**config.mk**
```make
export PLATFORM = sky130hd
export DESIGN_NAME = bus_recovery_seq
export DESIGN_NICKNAME = d
export VERILOG_FILES = /design/src/rtl/bus_rcv_pkg.sv /design/src/rtl/rcv_pin_sync.sv /design/src/rtl/rcv_us_timer.sv /design/src/rtl/rcv_line_track.sv /design/src/rtl/bus_recovery_seq.sv
export SDC_FILE = /design/constraint.sdc
export NUM_CORES = 1
export LEC_CHECK = 0
export BUFFER_PORTS_ARGS = -buffer_cell sky130_fd_sc_hd__buf_4
export CORE_MARGIN = 5
export CORE_UTILIZATION = 63
export DETAILED_ROUTE_END_ITERATION = 10
export PLACE_DENSITY_LB_ADDON = 0.15
export SLEW_MARGIN = 15
export SYNTH_ARGS = -nofsm -noshare
export SYNTH_HDL_FRONTEND = slang
export SYNTH_HIERARCHICAL = 1
export SYNTH_SLANG_ARGS = --single-unit
```
**constraint.sdc**
```tcl
create_clock -name clk -period 8.09 [get_ports clk]
set_clock_uncertainty 0.2 [all_clocks]
set_input_delay 0.4045 -clock clk [delete_from_list [all_inputs] [get_ports clk]]
set_output_delay 0.4045 -clock clk [all_outputs]
set_load 0.05 [all_outputs]
```
**src/rtl/bus_rcv_pkg.sv**
```systemverilog
package bus_rcv_pkg;

   typedef enum logic [3:0] {
      ST_IDLE,
      ST_RELEASE,
      ST_LOW,
      ST_RISE,
      ST_HIGH,
      ST_CHECK,
      ST_SETUP,
      ST_START,
      ST_BUF,
      ST_DONE
   } rcv_state_e;

   function automatic int unsigned max_of(input int unsigned a, input int unsigned b);
      return (a > b) ? a : b;
   endfunction

endpackage

```
**src/rtl/rcv_pin_sync.sv**
```systemverilog
module rcv_pin_sync #(
   parameter int STAGES = 2,
   parameter int WIDTH  = 2
) (
   input  logic             clk,
   input  logic             rst_n,
   input  logic [WIDTH-1:0] pin_in,
   output logic [WIDTH-1:0] pin_out
);

   generate
      if (STAGES == 0) begin : g_bypass
         assign pin_out = pin_in;
      end else begin : g_chain
         logic [WIDTH-1:0] stage_q [STAGES];
         always_ff @(posedge clk or negedge rst_n) begin
            if (!rst_n) begin
               for (int i = 0; i < STAGES; i++) stage_q[i] <= '1;
            end else begin
               stage_q[0] <= pin_in;
               for (int i = 1; i < STAGES; i++) stage_q[i] <= stage_q[i-1];
            end
         end
         assign pin_out = stage_q[STAGES-1];
      end
   endgenerate

endmodule

```
**src/rtl/rcv_us_timer.sv**
```systemverilog
module rcv_us_timer #(
   parameter int CYCLES_PER_US = 50,
   parameter int MAX_US        = 1000,
   localparam int CYC_W        = (CYCLES_PER_US > 1) ? $clog2(CYCLES_PER_US) : 1,
   localparam int US_W         = $clog2(MAX_US + 1)
) (
   input  logic            clk,
   input  logic            rst_n,
   input  logic            clr,
   output logic [US_W-1:0] us_cnt
);

   localparam logic [CYC_W-1:0] CYC_LAST = CYC_W'(CYCLES_PER_US - 1);
   localparam logic [US_W-1:0]  US_SAT   = US_W'(MAX_US);

   logic [CYC_W-1:0] cyc_q;
   logic             tick;

   assign tick = (cyc_q == CYC_LAST);

   always_ff @(posedge clk or negedge rst_n) begin
      if (!rst_n) begin
         cyc_q  <= '0;
         us_cnt <= '0;
      end else if (clr) begin
         cyc_q  <= '0;
         us_cnt <= '0;
      end else begin
         cyc_q <= tick ? '0 : cyc_q + 1'b1;
         if (tick && us_cnt != US_SAT) us_cnt <= us_cnt + 1'b1;
      end
   end

endmodule

```
**src/rtl/rcv_line_track.sv**
```systemverilog
module rcv_line_track (
   input  logic clk,
   input  logic rst_n,
   input  logic clr,
   input  logic sample,
   input  logic timeout,
   input  logic check,
   input  logic scl_s,
   input  logic sda_s,
   output logic seen_high,
   output logic warn,
   output logic tmo
);

   always_ff @(posedge clk or negedge rst_n) begin
      if (!rst_n) begin
         seen_high <= 1'b0;
         warn      <= 1'b0;
         tmo       <= 1'b0;
      end else if (clr) begin
         seen_high <= 1'b0;
         warn      <= 1'b0;
         tmo       <= 1'b0;
      end else begin
         if (sample && sda_s)     seen_high <= 1'b1;
         if (timeout)             tmo       <= 1'b1;
         if (check && seen_high)  warn      <= !(scl_s && sda_s);
      end
   end

endmodule

```
**src/rtl/bus_recovery_seq.sv**
```systemverilog
module bus_recovery_seq #(
   parameter int CYCLES_PER_US = 50,
   parameter int NUM_PULSES    = 9,
   parameter int ENTRY_US      = 1,
   parameter int LOW_US        = 2,
   parameter int HIGH_US       = 2,
   parameter int SETUP_US      = 1,
   parameter int HOLD_US       = 1,
   parameter int BUF_US        = 60,
   parameter int STRETCH_US    = 1000,
   parameter int SYNC_STAGES   = 2
) (
   input  logic clk,
   input  logic rst_n,
   input  logic recover_req,
   input  logic scl_i,
   input  logic sda_i,
   output logic scl_oe,
   output logic sda_oe,
   output logic busy,
   output logic done,
   output logic bus_ok,
   output logic pins_warn,
   output logic stretch_tmo
);
   import bus_rcv_pkg::*;

   localparam int MAX_US = int'(max_of(max_of(max_of(STRETCH_US, BUF_US),
                                               max_of(LOW_US, HIGH_US)),
                                        max_of(max_of(SETUP_US, HOLD_US), ENTRY_US)));
   localparam int US_W   = $clog2(MAX_US + 1);
   localparam int PC_W   = $clog2(NUM_PULSES + 1);

   localparam logic [US_W-1:0] T_ENTRY   = US_W'(ENTRY_US);
   localparam logic [US_W-1:0] T_LOW     = US_W'(LOW_US);
   localparam logic [US_W-1:0] T_HIGH    = US_W'(HIGH_US);
   localparam logic [US_W-1:0] T_SETUP   = US_W'(SETUP_US);
   localparam logic [US_W-1:0] T_HOLD    = US_W'(HOLD_US);
   localparam logic [US_W-1:0] T_BUF     = US_W'(BUF_US);
   localparam logic [US_W-1:0] T_STRETCH = US_W'(STRETCH_US);
   localparam logic [PC_W-1:0] LAST_PULSE = PC_W'(NUM_PULSES - 1);

   generate
      if (NUM_PULSES < 1) begin : g_bad_pulses
         $error("NUM_PULSES must be at least 1");
      end
      if (CYCLES_PER_US < 2) begin : g_bad_clock
         $error("CYCLES_PER_US must be at least 2");
      end
      if (LOW_US < 1 || HIGH_US < 1 || STRETCH_US < 1 || BUF_US < 1) begin : g_bad_timing
         $error("all phase durations must be at least 1 us");
      end
      if (SYNC_STAGES < 0 || SYNC_STAGES > 4) begin : g_bad_sync
         $error("SYNC_STAGES must be within 0..4");
      end
   endgenerate

   rcv_state_e      state_q, state_d;
   logic [US_W-1:0] us_cnt;
   logic [PC_W-1:0] pulse_q;
   logic [1:0]      pins_s;
   logic            scl_s, sda_s;
   logic            seen_high;
   logic            req_take, sample_now, tmo_now, check_now, last_pulse;

   rcv_pin_sync #(.STAGES(SYNC_STAGES), .WIDTH(2)) u_sync (
      .clk    (clk),
      .rst_n  (rst_n),
      .pin_in ({scl_i, sda_i}),
      .pin_out(pins_s)
   );
   assign scl_s = pins_s[1];
   assign sda_s = pins_s[0];

   rcv_us_timer #(.CYCLES_PER_US(CYCLES_PER_US), .MAX_US(MAX_US)) u_timer (
      .clk   (clk),
      .rst_n (rst_n),
      .clr   (state_d != state_q),
      .us_cnt(us_cnt)
   );

   assign last_pulse = (pulse_q == LAST_PULSE);

   always_comb begin
      state_d = state_q;
      unique case (state_q)
         ST_IDLE:    if (recover_req)            state_d = ST_RELEASE;
         ST_RELEASE: if (us_cnt >= T_ENTRY)      state_d = ST_LOW;
         ST_LOW:     if (us_cnt >= T_LOW)        state_d = ST_RISE;
         ST_RISE:    if (scl_s || us_cnt >= T_STRETCH) state_d = ST_HIGH;
         ST_HIGH:    if (us_cnt >= T_HIGH)       state_d = last_pulse ? ST_CHECK : ST_LOW;
         ST_CHECK:                               state_d = seen_high ? ST_SETUP : ST_DONE;
         ST_SETUP:   if (us_cnt >= T_SETUP)      state_d = ST_START;
         ST_START:   if (us_cnt >= T_HOLD)       state_d = ST_BUF;
         ST_BUF:     if (us_cnt >= T_BUF)        state_d = ST_DONE;
         ST_DONE:                                state_d = ST_IDLE;
         default:                                state_d = ST_IDLE;
      endcase
   end

   assign req_take   = (state_q == ST_IDLE) && recover_req;
   assign sample_now = (state_q == ST_RISE) && (state_d == ST_HIGH);
   assign tmo_now    = (state_q == ST_RISE) && !scl_s && (us_cnt >= T_STRETCH);
   assign check_now  = (state_q == ST_CHECK);

   rcv_line_track u_track (
      .clk      (clk),
      .rst_n    (rst_n),
      .clr      (req_take),
      .sample   (sample_now),
      .timeout  (tmo_now),
      .check    (check_now),
      .scl_s    (scl_s),
      .sda_s    (sda_s),
      .seen_high(seen_high),
      .warn     (pins_warn),
      .tmo      (stretch_tmo)
   );

   always_ff @(posedge clk or negedge rst_n) begin
      if (!rst_n) begin
         state_q <= ST_IDLE;
         pulse_q <= '0;
         bus_ok  <= 1'b0;
      end else begin
         state_q <= state_d;
         if (state_q == ST_RELEASE)
            pulse_q <= '0;
         else if (state_q == ST_HIGH && state_d == ST_LOW)
            pulse_q <= pulse_q + 1'b1;
         if (req_take)
            bus_ok <= 1'b0;
         else if (state_q != ST_DONE && state_d == ST_DONE)
            bus_ok <= seen_high;
      end
   end

   assign scl_oe = (state_q == ST_LOW);
   assign sda_oe = (state_q == ST_START);
   assign busy   = (state_q != ST_IDLE);
   assign done   = (state_q == ST_DONE);

endmodule

```
### Yosys cells after proc, flatten, opt, wreduce, memory -nomap -nowiden

Cells that the tools add are included.

* flip-flop bits (word level): 32
* output and inout port bits: 7
* word-level logic and storage cells: 80

* add/sub/neg operators: 3
* $lt $le $gt $ge: 4
* equal/unequal tests: 17
* muxes and demuxes: 25
* reduce and logical (&&, ||, !) cells: 21

Operator list (number)
* $mux 4: 11
* $pmux 4 s9: 1
* $eq 4x3->1 const B: 5
* $mux 10: 2
* $eq 4x4->1 const B: 4
* $eq 4x2->1 const B: 3
* $mux 6: 2
* $reduce_bool 2->1: 6
* $add 10x1->10 const B: 1
* $ge 10x1->1 const B: 1
* $ge 10x10->1 const B: 1
* $ge 10x2->1 const B: 1
* $ge 10x6->1 const B: 1
* $logic_and 1x1->1: 10
* $ne 10x10->1 const B: 1
* $mux 1: 8
* $add 6x1->6 const B: 1
* $eq 6x6->1 const B: 1
* $add 4x1->4 const B: 1
* $eq 4x1->1 const B: 1
* $logic_not 4->1: 1
* $ne 4x4->1: 1
* $ne 4x4->1 const B: 1
* $reduce_bool 4->1: 1
* other kinds (3): 4

### Logic depth before layout (Yosys ltp)

Gate-level depths: netlist of the first run.

* word-level depth: 9
* depth in mapped cells: 10
* mapped depth without buffers: 9

### Modules after synthesis

The synthesis of the first run kept the hierarchy.

By module, submodules not included
* rcv_us_timer: times used 1, cells each 88, area an instance 867.1 um^2, sequential area each 400.4 um^2
* bus_recovery_seq: times used 1, cells each 97, area an instance 794.5 um^2, sequential area each 225.2 um^2
* rcv_pin_sync: times used 1, cells each 6, area an instance 120.1 um^2, sequential area each 105.1 um^2
* rcv_line_track: times used 1, cells each 10, area an instance 115.1 um^2, sequential area each 75.1 um^2

### Least setup slack after synthesis of the first run

OpenSTA, ideal clock, no wires.

* kind: reg-to-reg
* start point: reg state_q[2]
* end point: reg u_timer.us_cnt[2]
* arrival time: 3.051 ns
* data required time: 7.762 ns
* path slack: 4.712 ns
* cell stages (with the launch flop): 10
* buffers on the path: 2
* clock period less this slack: 3.378 ns
* cell sequence: dfrtp_1 > clkbuf_1 > nand2b_1 > nor3_1 > o21bai_1 > nor4_1 > o221ai_1 > clkbuf_1 > nor2_1 > mux2_1

* longest elaborated chain between the ends: 4
* elaborated cells between the ends (all ways): 21

RTL lines
* start, declared: RTL line bus_recovery_seq.sv:58 `rcv_state_e state_q, state_d;`
* start signal, assigned: RTL line bus_recovery_seq.sv:126 `state_q <= state_d;`
* $eq 4x2->1 *
* net scl_oe: RTL line bus_recovery_seq.sv:18 `output logic scl_oe,`
* $pmux 4 s9 *: RTL line bus_recovery_seq.sv:86 `unique case (state_q)`
* $ne 4x4->1 *: RTL line bus_recovery_seq.sv:78 `.clr (state_d != state_q),`
* $mux 10 or $reduce_bool 2->1 (tied branches)
* end signal, assigned: RTL line rcv_us_timer.sv:30 `if (tick && us_cnt != US_SAT) us_cnt <= us_cnt + 1'b1;`
* end, declared: RTL line rcv_us_timer.sv:10 `output logic [US_W-1:0] us_cnt`

Mark *: on every way through the listed nets, which the timed path passes. The rest lies on a longest branch.
A chain may end at the register's enable or synchronous reset.

### Worst setup path in the final report of the first run

* start point: reg u_timer.us_cnt[7]
* end point: reg u_timer.us_cnt[2]

* longest elaborated chain between the ends: 6
* elaborated cells between the ends (all ways): 18

RTL lines
* $ge 10x10->1: RTL line bus_recovery_seq.sv:90 `ST_RISE: if (scl_s || us_cnt >= T_STRETCH) state_d = ST_HIGH;`
* $logic_or 1x1->1: RTL line bus_recovery_seq.sv:90
* $mux 4: RTL line bus_recovery_seq.sv:90
* $pmux 4 s9: RTL line bus_recovery_seq.sv:86
* $ne 4x4->1: RTL line bus_recovery_seq.sv:78
* $mux 10 or $reduce_bool 2->1 (tied branches)

Parallel ways exist; a longest one is shown, timed or not.

==> results.md, run 1 <==
- Top_reg_cell synth: dfrtp_1
- Register area share after synthesis: 42.5%
- Clk pin slew, worst setup/hold paths: about 110 ps
- Synthesized netlist cell count: roughly 200
- Vias in the first global route: 1,464
- Max-cap violation count: 0
- Layout cells sized above 1: 14.9%
- # resized after CTS: 0
- Async set-or-reset flop fraction in the synthesized netlist: 100%
- CP Max Fanout: 14
- Post-CTS Setup Bufs: 0
- Clock latency on the worst-skew pair: 340 ps
- Sinks on Clock Net: 32
- Sequential Area: 806 um2
- Global Route met1 Usage: around 27%
- Die area: 0.00421 mm2
- Fin. max-slew vios: 0
- Syn_area_per_cell: 9.44 um2
- Die height: 64.9 um
- Largest net degree at the start of global routing: 33
- Top cells by count, synth: 32 x nor2_1, 28 x dfrtp_1, 11 x xnor2_1, 10 x inv_1, 10 x nand3_1
- Slew HR: 27.6%
- Fill count: 224
- EDFF count, synth: 0
- Worst slew pin tran: 1090 ps
- Drt initial violations: approximately 170
- DR pass1 iterations: 4
- Type of the most critical hold path: reg -> reg
- Met3 Track Usage GR: 5.89%
- CP required: between 8000 and 9000 ps
- PwrDens: 145 mW/mm2
- Initial antenna violation count: 0
- Starting density of the core: between 60 and 70%
- Grt total ovfl: 0
- Crit path DAT: approximately 3400 ps
- Cts bufs inserted: 5
- Max clock buf depth: 2
- Mapped Area: 0.00190 mm2
- Routed WL per cell: 16.0 um
- First-pass GRT wire length: 6870 um
- Post-DRT Antenna Nets: 0
- All-Layer GR Usage: 21.2%
- # DRC: 0
- Clock Tree Root: clkbuf_4
- Footprint of the multi-input gates: 0.00101 mm2
- Register bit total from synthesis: 32
- RSZ-0062 raised after global routing: false
- Crit Path Class: reg -> reg
- LEAKAGE: slightly below 0.9 nW
- Synth top area share: 36.9%
- Setup TNS: 0 ps
- Final Util: between 70% and 80%
- Leading cell type by number of instances after synthesis: nor2_1
- Final design area excluding fillers: 0.00210 mm2
- Port Buffer Count: 11
- Yosys warns: 6
- Fin nets: 225
- Setup crit end kind: register
- TritonCTS clock tree: done
- CORE AREA: 0.00298 mm2
- Final hold viol count: 0
- Netlist cell types: 51
- Post-synth top area cell: dfrtp_1
- Die width: ~65 um
- Critical path launch point type: register
- Final setup vio count: 0
- Busiest metal layer after global routing: met2
- Dpl hpwl: 2830 um
- Synthesis-to-layout area growth: 10.9%
- H-tree levels: 2
- Final RePlAce weighted congestion: 0.924
- Area after DPL: 0.00198 mm2
- Post-Route WL: 3960 um
- Final Cycle Share: a little over two fifths
- Status: finished clean
- Ant diodes: 0
- Via density: 6.19
- Mapped Nets: about 210
- Fmax: 0.295 GHz
- Max IR drop VDD: ~140 uV
- Grt met2 use: 34.7%
- Final min period: 3390 ps
- I/O pins: 12
- Row cnt: 20
- Via count: 1,534
- Top post-synthesis cells by area: dfrtp_1 37%, nor2_1 6.3%, dfstp_2 5.5%, xnor2_1 5.1%, ha_1 4.0%
==> state kept, by name, indices dropped and copies added (netlist names) <==
signal	count
u_timer/us_cnt	10
u_timer/cyc_q	6
pulse_q	4
state_q	4
u_sync/g_chain.stage_q	2
u_sync/pin_out	2
bus_ok	1
u_track/seen_high	1
u_track/tmo	1
u_track/warn	1
==> metrics by stage <==
stage,hold slack (ps),total power [mW],cells,setup WS [ps]
floorplan,-91.1,0.166,201,4710
global placement,147,0.170,237,4880
detailed placement,149,0.170,237,4810
CTS,163,0.308,248,4750
global route,174,0.319,248,4510
finish,161,0.305,248,4700
==> layout by cell type, fill, tap and decap left out, drive strengths merged, types with 3 or more instances in the layout <==
master       count
nor2            33
xnor2           11
nand4b           3
nand2            5
mux2             3
or3              4
nor3            10
nor4             7
inv             10
dfrtp           28
a21oi            4
mux2i            3
nand4            6
dfstp            4
dlygate4sd3      3
buf             11
ha               6
nand3           10
nor2b            3
nand2b           8
o21ai            5
clkbuf           7
==> final timing paths <==
check                                                 to                                 from  slack, ps  cells past startpoint
setup / recovery           u_timer/us_cnt[2]$_DFFE_PN0P_        u_timer/us_cnt[7]$_DFFE_PN0P_       4700                      7
hold / removal               u_sync/pin_out[0]$_DFF_PN1_  u_sync/g_chain.stage_q[2]$_DFF_PN1_        160                      0
setup reg to reg           u_timer/us_cnt[2]$_DFFE_PN0P_        u_timer/us_cnt[7]$_DFFE_PN0P_       4700                      7
hold reg to reg              u_sync/pin_out[0]$_DFF_PN1_  u_sync/g_chain.stage_q[2]$_DFF_PN1_        160                      0
max in group asynchronous    u_sync/pin_out[1]$_DFF_PN1_                                rst_n       7030                      2
min in group asynchronous           state_q[3]$_DFF_PN0_                                rst_n        320                      2
==> worst max-delay path, cell delays in order, from the launching register on <==
cell and delay [ps]:
dfrtp_1 470, or4_4 580, nor3b_4 320, o2bb2ai_1 140, o31a_1 250, o221ai_1 850
nor2_1 110, mux2_1 330
==> logic make-up (layout without fill, tap and decap cells) <==
family | Yosys count | count (layout) | share of synthesized area, %
compound gates | 24 | 24 | 8.91
buf+inv | 18 | 32 | 4.16
flops | 32 | 32 | 42.5
xor+xnor | 13 | 13 | 6.00
mux | 6 | 6 | 3.36
simple gates | 102 | 102 | 31.1
fa+ha+maj | 6 | 6 | 3.96
==> layout make-up <==
type                            instances  share of cell area, %
Sequential cell                        32                   38.3
Tap cell                               33                   1.96
Inverter                               10                   1.78
Clock inverter                          1                   1.43
Timing Repair Buffer                   14                   5.35
Clock buffer                            7                   3.09
Multi-Input combinational cell        151                   48.1
==> metal layers <==
layer  vias up  wire (um)
li1        740          -
met5         -          0
met1       717       1710
met2        66       1930
met4         0         78
met3        11        247
==> where the power goes <==
group	leakage, nW	switching (mW)	internal, mW	total, mW
logic	0.432	0.00346	0.00219	0.00565
clock network	0.0515	0.0552	0.0820	0.137
registers	0.394	0.000486	0.162	0.162
total	0.878	0.0592	0.246	0.305
==> repair_timing <==
| action | CTS | global route |
|---|---|---|
| hold buffers | 3 | 0 |
| hold endpoints to repair | 30 | 0 |
| endpoints found under the setup margin | 0 | 0 |
(Power assumes the default switching activity.)
==> run 2: changes to the inputs <==
--- a/config.mk
+++ b/config.mk
@@ -7,7 +7,7 @@
 export LEC_CHECK = 0
 export BUFFER_PORTS_ARGS = -buffer_cell sky130_fd_sc_hd__buf_4
 export CORE_MARGIN = 5
-export CORE_UTILIZATION = 63
+export CORE_UTILIZATION = 54
 export DETAILED_ROUTE_END_ITERATION = 10
 export PLACE_DENSITY_LB_ADDON = 0.15
 export SLEW_MARGIN = 15
==> constraint.sdc (replaced) <==
create_clock -name clk -period 3 [get_ports clk]
set_clock_uncertainty 0.2 [all_clocks]
set_input_delay 0.15 -clock clk [delete_from_list [all_inputs] [get_ports clk]]
set_output_delay 0.15 -clock clk [all_outputs]
set_load 0.05 [all_outputs]
==> results.md, run 2 (synthesized netlist as in run 1, its figures left out) <==
- Busiest metal layer after global routing: met2 (unchanged)
- All-Layer GR Usage: 16.9% (was 21.2%)
- Clock Tree Root: clkbuf_4 (unchanged)
- Clock Power Share: 41.8% (was 45.0%)
- Row cnt: 21 (was 20)
- Max reg flops: 10 (unchanged)
- # DRC: 0 (unchanged)
- Layout cells sized above 1: 17.0% (was 14.9%)
- RSZ-0062 raised after global routing: false (unchanged)
- Critical path launch point type: register (unchanged)
- Final RePlAce weighted congestion: 0.886 (was 0.924)
- Port Buffer Count: 11 (unchanged)
- Cts bufs inserted: 5 (unchanged)
- Cell Int Power: 0.615 mW (was 0.246 mW)
- Clk pin slew, worst setup/hold paths: 100 ps (was 110 ps)
- Most frequent cells in the layout: 32 x nor2_1, 28 x dfrtp_1, 14 x buf_4, 11 x xnor2_1 (was 32 x nor2_1, 28 x dfrtp_1, 11 x xnor2_1, 11 x buf_4)
- Fin. max-slew vios: 0 (unchanged)
- Largest register by flop count: u_timer/us_cnt (unchanged)
- H-tree levels: 2 (unchanged)
- Die height: 69.3 um (was 64.9 um)
- WHS: 45.0 ps (was 161 ps)
- Setup TNS: 0 ps (unchanged)
- Grt met2 use: 30.5% (was 34.7%)
- Sinks on Clock Net: 32 (unchanged)
- Post-DRT Antenna Nets: 0 (unchanged)
- CP Max Fanout: 14 (unchanged)
- Largest regs: u_timer/us_cnt (10), u_timer/cyc_q (6) (unchanged)
- Max-cap violation count: 0 (unchanged)
- DR pass1 iterations: 4 (unchanged)
- TritonCTS clock tree: done (unchanged)
- Type of the most critical hold path: in -> reg (was reg -> reg)
- Max IR drop VDD: 248 uV (was 137 uV)
- Fmax: 0.352 GHz (was 0.295 GHz)
- Crit-path slowest cell: or4_4 (was o221ai_1)
- Final Cycle Share: 94.8% (was 41.9%)
- LEAKAGE: 0.884 nW (was 0.878 nW)
- First-pass GRT wire length: 6800 um (was 6870 um)
- Global Route met1 Usage: 19.3% (was 27.0%)
- CORE AREA: 0.00336 mm2 (was 0.00298 mm2)
- Critical Path, Cell by Cell: or4_4 -> nor3b_4 -> o2bb2ai_1 -> o31a_1 -> o221ai_1 -> buf_4 -> nor2_1 -> mux2_1 (was or4_4 -> nor3b_4 -> o2bb2ai_1 -> o31a_1 -> o221ai_1 -> nor2_1 -> mux2_1)
- Psw: 0.161 mW (was 0.0592 mW)
- Switching share of power: 20.8% (was 19.4%)
- Final hold viol count: 0 (unchanged)
- PwrDens: 363 mW/mm2 (was 145 mW/mm2)
- I/O pins: 12 (unchanged)
- Via density: 5.75 (was 6.19)
- Slew HR: 59.8% (was 27.6%)
- Initial antenna violation count: 0 (unchanged)
- Die area: 0.00480 mm2 (was 0.00421 mm2)
- Crit Path Class: reg -> reg (unchanged)
- Crit path DAT: 2870 ps (was 3400 ps)
- Total power: 0.777 mW (was 0.305 mW)
- Die width: 69.3 um (was 64.9 um)
- Routed WL per cell: 14.2 um (was 16.0 um)
- Final min period: 2840 ps (was 3390 ps)
- Max clock buf depth: 2 (unchanged)
- Clock latency on the worst-skew pair: 330 ps (was 340 ps)
- Drt initial violations: 152 (was 166)
- Max stage delay on crit path: 580 ps (was 850 ps)
- Status: finished clean (unchanged)
- Most common cell after layout, fill and taps aside: nor2_1 (unchanged)
- Dpl hpwl: 2800 um (was 2830 um)
- Setup crit end kind: register (unchanged)
- Final setup vio count: 0 (unchanged)
- Grt total ovfl: 0 (unchanged)
- Starting density of the core: 56.4% (was 63.7%)
- CP required: 3020 ps (was 8100 ps)
- Largest net degree at the start of global routing: 33 (unchanged)
- Synthesis-to-layout area growth: 12.8% (was 10.9%)
- Vias in the first global route: 1,556 (was 1,464)
- Worst slew pin tran: 598 ps (was 1090 ps)
- Sequential Power Share: 56.3% (was 53.2%)
- Post-Route WL: 3750 um (was 3960 um)
- Fin nets: 228 (was 225)
- Via count: 1,517 (was 1,534)
- Comb power frac: 1.9% (about the same)
- Met3 Track Usage GR: 4.78% (was 5.89%)
- Fill count: 304 (was 224)
- Ant diodes: 0 (unchanged)
run 2: cell types whose count changed in the layout (fill, tap and decap cells not counted):
cell	previous run	this run
clkinvlp_4	0	1
nor4_1	5	4
clkinv_2	0	1
nor3_1	8	7
buf_4	11	14
clkbuf_8	2	0
nor4_2	2	3
nor3_2	2	3
run 2: worst max-delay path: cells and delay by family, from the launching register on:
kind                   cells  cell delay, ps
buffers and inverters      1             230
flip-flops                 1             460
multiplexers               1             290
AND/OR/NAND/NOR            3             970
AO/OA/AOI/OAI              3             570
run 2: metal layers:
metal / vias up / share of wire (%) / routed length (um)
met3: 9 / 4.0 / 149
met5: - / 0 / 0
met4: 0 / 1.8 / 67
met1: 736 / 44 / 1650
li1: 743 / - / -
met2: 29 / 50 / 1880
run 2: final timing paths:
path,startpoint,endpoint,slack (ps),depth (start not counted)
setup reg to reg,u_timer/us_cnt[7]$_DFFE_PN0P_,u_timer/us_cnt[2]$_DFFE_PN0P_,160,8
setup / recovery,u_timer/us_cnt[7]$_DFFE_PN0P_,u_timer/us_cnt[2]$_DFFE_PN0P_,160,8
hold / removal,recover_req,u_track/tmo$_DFFE_PN0P_,50,4
max in group asynchronous,rst_n,u_sync/pin_out[0]$_DFF_PN1_,2190,2
hold reg to reg,u_sync/g_chain.stage_q[3]$_DFF_PN1_,u_sync/pin_out[1]$_DFF_PN1_,170,0
min in group asynchronous,rst_n,state_q[1]$_DFF_PN0_,70,2
run 2: stage by stage:
step	utilization, %	worst slack (ps)	instances	instance area, um2
2_1_floorplan	-	94.0	201	1900
3_3_place_gp	60.2	198	253	2020
3_5_place_dp	60.2	158	253	2020
4_1_cts	63.4	138	264	2130
5_1_grt	63.6	3.33	264	2140
6_report	63.6	157	264	2140
run 2: power by group through the flow:
stage                     logic (mW)  clock network (mW)  registers (mW)
final                         0.0146               0.325           0.437
after global routing          0.0174               0.349           0.438
after CTS                     0.0155               0.333           0.437
after detailed placement      0.0124                   0           0.445
after global placement        0.0121                   0           0.445
after floorplan              0.00217                   0           0.445
run 2: final cells by class:
cell class              instances  area [um2]  share of cell area [%]
multi-input cells             151        1020                    47.8
clock inverters                 3        42.5                    1.99
flip-flops and latches         32         806                    37.7
well taps                      46        57.6                    2.69
inverters                      10        37.5                    1.75
clock buffers                   5        37.5                    1.75
repair buffers                 17         135                    6.32
run 2: repair_timing:
item                       4_1_cts  5_1_grt
setup endpoints to repair        0        9
setup buffers                    0        0
hold endpoints to repair        34        0
resized for setup                0        1
hold buffers                     3        0
==> run 3: changes to the inputs <==
--- a/config.mk
+++ b/config.mk
@@ -13,5 +13,4 @@
 export SLEW_MARGIN = 15
 export SYNTH_ARGS = -nofsm -noshare
 export SYNTH_HDL_FRONTEND = slang
-export SYNTH_HIERARCHICAL = 1
 export SYNTH_SLANG_ARGS = --single-unit
==> results.md, run 3 <==
- Status: finished clean (unchanged)
- Synthesized netlist cell count: 196 (was 201)
- Worst slew pin tran: 672 ps (was 598 ps)
- Setup ws final: 238 ps (was 157 ps)
- CP required: 3060 ps (was 3020 ps)
- Initial antenna violation count: 0 (unchanged)
- # DRC: 0 (unchanged)
- Row cnt: 21 (unchanged)
- Layout cells sized above 1: 24.7% (was 17.0%)
- Setup slack at placement: 202 ps (was 158 ps)
- Critical path launch point type: register (unchanged)
- Final RePlAce weighted congestion: 0.838 (was 0.886)
- DR pass1 iterations: 4 (unchanged)
- Fin. max-slew vios: 0 (unchanged)
- Max clock buf depth: 2 (unchanged)
- CP Max Fanout: 10 (was 14)
- Top_reg_cell synth: dfrtp_1 (unchanged)
- Largest register by flop count: u_timer.us_cnt (was u_timer/us_cnt)
- Clock Tree Root: clkbuf_4 (unchanged)
- First-pass GRT wire length: 6820 um (was 6800 um)
- Final Util: 65.2% (was 63.6%)
- Via density: 5.70 (was 5.75)
- Post-Route WL: 3950 um (was 3750 um)
- Die height: 70.0 um (was 69.3 um)
- Fin cells: 265 (was 264)
- Fin nets: 231 (was 228)
- Final design area excluding fillers: 0.00223 mm2 (was 0.00214 mm2)
- Post-DRT Antenna Nets: 0 (unchanged)
- Via count: 1,510 (was 1,517)
- Register bit total from synthesis: 32 (unchanged)
- H-tree levels: 2 (unchanged)
- Cts bufs inserted: 5 (unchanged)
- Placed cell count: 249 (was 253)
- Drt initial violations: 133 (was 152)
- Post-synth top area cell: dfrtp_1 (unchanged)
- Async set-or-reset flop fraction in the synthesized netlist: 100% (unchanged)
- CORE AREA: 0.00342 mm2 (was 0.00336 mm2)
- Final hold viol count: 0 (unchanged)
- PwrDens: 351 mW/mm2 (was 363 mW/mm2)
- Setup crit end kind: register (unchanged)
- Largest regs: u_timer.us_cnt (10), u_timer.cyc_q (6) (was u_timer/us_cnt (10), u_timer/cyc_q (6))
- Die width: 70.0 um (was 69.3 um)
- Fmax: 0.362 GHz (was 0.352 GHz)
- Ant diodes: 0 (unchanged)
- Setup TNS: 0 ps (unchanged)
- Starting density of the core: 56.8% (was 56.4%)
- Mapped Nets: 209 (was 212)
- Grt total ovfl: 0 (unchanged)
- Area after DPL: 0.00206 mm2 (was 0.00202 mm2)
- TritonCTS clock tree: done (unchanged)
- Max reg flops: 10 (unchanged)
- Largest net degree at the start of global routing: 33 (unchanged)
- Final setup vio count: 0 (unchanged)
- Routed WL per cell: 14.9 um (was 14.2 um)
- EDFF count, synth: 0 (unchanged)
- All-Layer GR Usage: 17.5% (was 16.9%)
- Most common cell after layout, fill and taps aside: dfrtp_1 (was nor2_1)
- Max IR drop VDD: 271 uV (was 248 uV)
- Most frequent cells in the layout: 28 x dfrtp_1, 18 x nor2_1, 17 x buf_4, 13 x nand2_1 (was 32 x nor2_1, 28 x dfrtp_1, 14 x buf_4, 11 x xnor2_1)
- Dpl hpwl: 2830 um (was 2800 um)
- I/O pins: 12 (unchanged)
- WHS: 80.9 ps (was 45.0 ps)
- Clock latency on the worst-skew pair: 340 ps (was 330 ps)
- Slew HR: 55.2% (was 59.8%)
- RSZ-0062 raised after global routing: false (unchanged)
- Final Cycle Share: 92.1% (was 94.8%)
- Total power: 0.783 mW (was 0.777 mW)
- Die area: 0.00490 mm2 (was 0.00480 mm2)
- Yosys warns: 0 (was 6)
- Fill count: 274 (was 304)
- Crit path DAT: 2820 ps (was 2870 ps)
- Syn_area_per_cell: 9.91 um2 (was 9.44 um2)
- Register area share after synthesis: 41.5% (was 42.5%)
- Synth top area share: 36.1% (was 36.9%)
- Type of the most critical hold path: in -> async (was in -> reg)
- Sequential Area: 806 um2 (unchanged)
- Mapped Area: 0.00194 mm2 (was 0.00190 mm2)
- Netlist cell types: 48 (was 51)
- Synthesis-to-layout area growth: 14.8% (was 12.8%)
- LEAKAGE: 0.964 nW (was 0.884 nW)
- Max-cap violation count: 0 (unchanged)
- Leading cell type by number of instances after synthesis: dfrtp_1 (was nor2_1)
- Port Buffer Count: 11 (unchanged)
- Top post-synthesis cells by area: dfrtp_1 36%, dfstp_2 5.4%, ha_1 5.2%, xor2_1 4.5%, nor2_1 3.5% (was dfrtp_1 37%, nor2_1 6.3%, dfstp_2 5.5%, xnor2_1 5.1%, ha_1 4.0%)
- Final min period: 2760 ps (was 2840 ps)
- Vias in the first global route: 1,454 (was 1,556)
- Footprint of the multi-input gates: 0.00107 mm2 (was 0.00102 mm2)
- Crit Path Class: reg -> reg (unchanged)
- Sinks on Clock Net: 32 (unchanged)
- Clk pin slew, worst setup/hold paths: 110 ps (was 100 ps)
- Top cells by count, synth: 28 x dfrtp_1, 18 x nor2_1, 13 x nand2_1 (was 32 x nor2_1, 28 x dfrtp_1, 11 x xnor2_1, 10 x inv_1, 10 x nand3_1)
[run 3: changes by cell type in the layout (fill, tap and decap cells not counted), moves of 6 or more]
| cell | delta |
|---|---|
| nor3_1 | -6 |
| xor2_1 | +8 |
| nor2_2 | +9 |
| nand2_1 | +8 |
| xnor2_1 | -6 |
| nor2_1 | -14 |
[run 3: final timing paths]
check	from	to	slack, ps	cells past startpoint
min in group clk	u_sync.g_chain.stage_q[3]$_DFF_PN1_	u_sync.pin_out[1]$_DFF_PN1_	160	0
max reg2reg	u_timer.us_cnt[0]$_DFFE_PN0P_	u_timer.us_cnt[7]$_DFFE_PN0P_	240	10
max	u_timer.us_cnt[0]$_DFFE_PN0P_	u_timer.us_cnt[7]$_DFFE_PN0P_	240	10
min	rst_n	u_timer.cyc_q[4]$_DFF_PN0_	80	2
max in group asynchronous	rst_n	u_sync.pin_out[1]$_DFF_PN1_	2200	2
min reg2reg	u_sync.g_chain.stage_q[3]$_DFF_PN1_	u_sync.pin_out[1]$_DFF_PN1_	160	0
[run 3: repair_timing]
| item | 4_1_cts | 5_1_grt |
|---|---|---|
| gates resized for setup | 0 | 1 |
| endpoints found under the setup margin | 0 | 3 |
| buffers inserted | 0 | 4 |
| hold buffers | 4 | 0 |
| hold endpoints to repair | 38 | 0 |
[run 3: layout make-up]
type	instances	share of cell area, %
well taps	46	2.58
flip-flops and latches	32	36.2
clock buffers	5	1.68
clock inverters	3	1.91
multi-input cells	149	47.9
inverters	8	1.35
repair buffers	22	8.42
[run 3: cell families after synthesis]
group	after synthesis	share of synthesized area [%]
muxes	1	0.515
buffers and inverters	15	4.12
adders and majority gates	8	5.15
DFF	32	41.5
xor gates and xnor gates	15	6.77
AOI/OAI and AO/OA	31	11.9
and+or+nand+nor	94	30.0
[run 3: worst max-delay path, cell delays in order, from the launching register on]
cell	delay, ps
dfrtp_1	470
inv_1	90
ha_1	210
nor2b_1	150
buf_4	140
and3_2	210
a21oi_1	380
a31o_2	270
o2111ai_4	240
buf_12	220
a21oi_1	110
[run 3: power by group]
group          switching [mW]  leakage, nW  internal [mW]
logic                  0.0106        0.519        0.00716
clock network           0.154       0.0412          0.174
registers             0.00116        0.404          0.436
[run 3: per-layer routing]
metal	routed length [um]	GRT usage (%)	vias up	share of wire, %
met1	1760	21.9	732	45
met2	2010	28.8	23	51
met5	0	0	-	0
li1	-	-	751	-
met4	38	6.38	0	0.96
met3	138	4.73	4	3.5
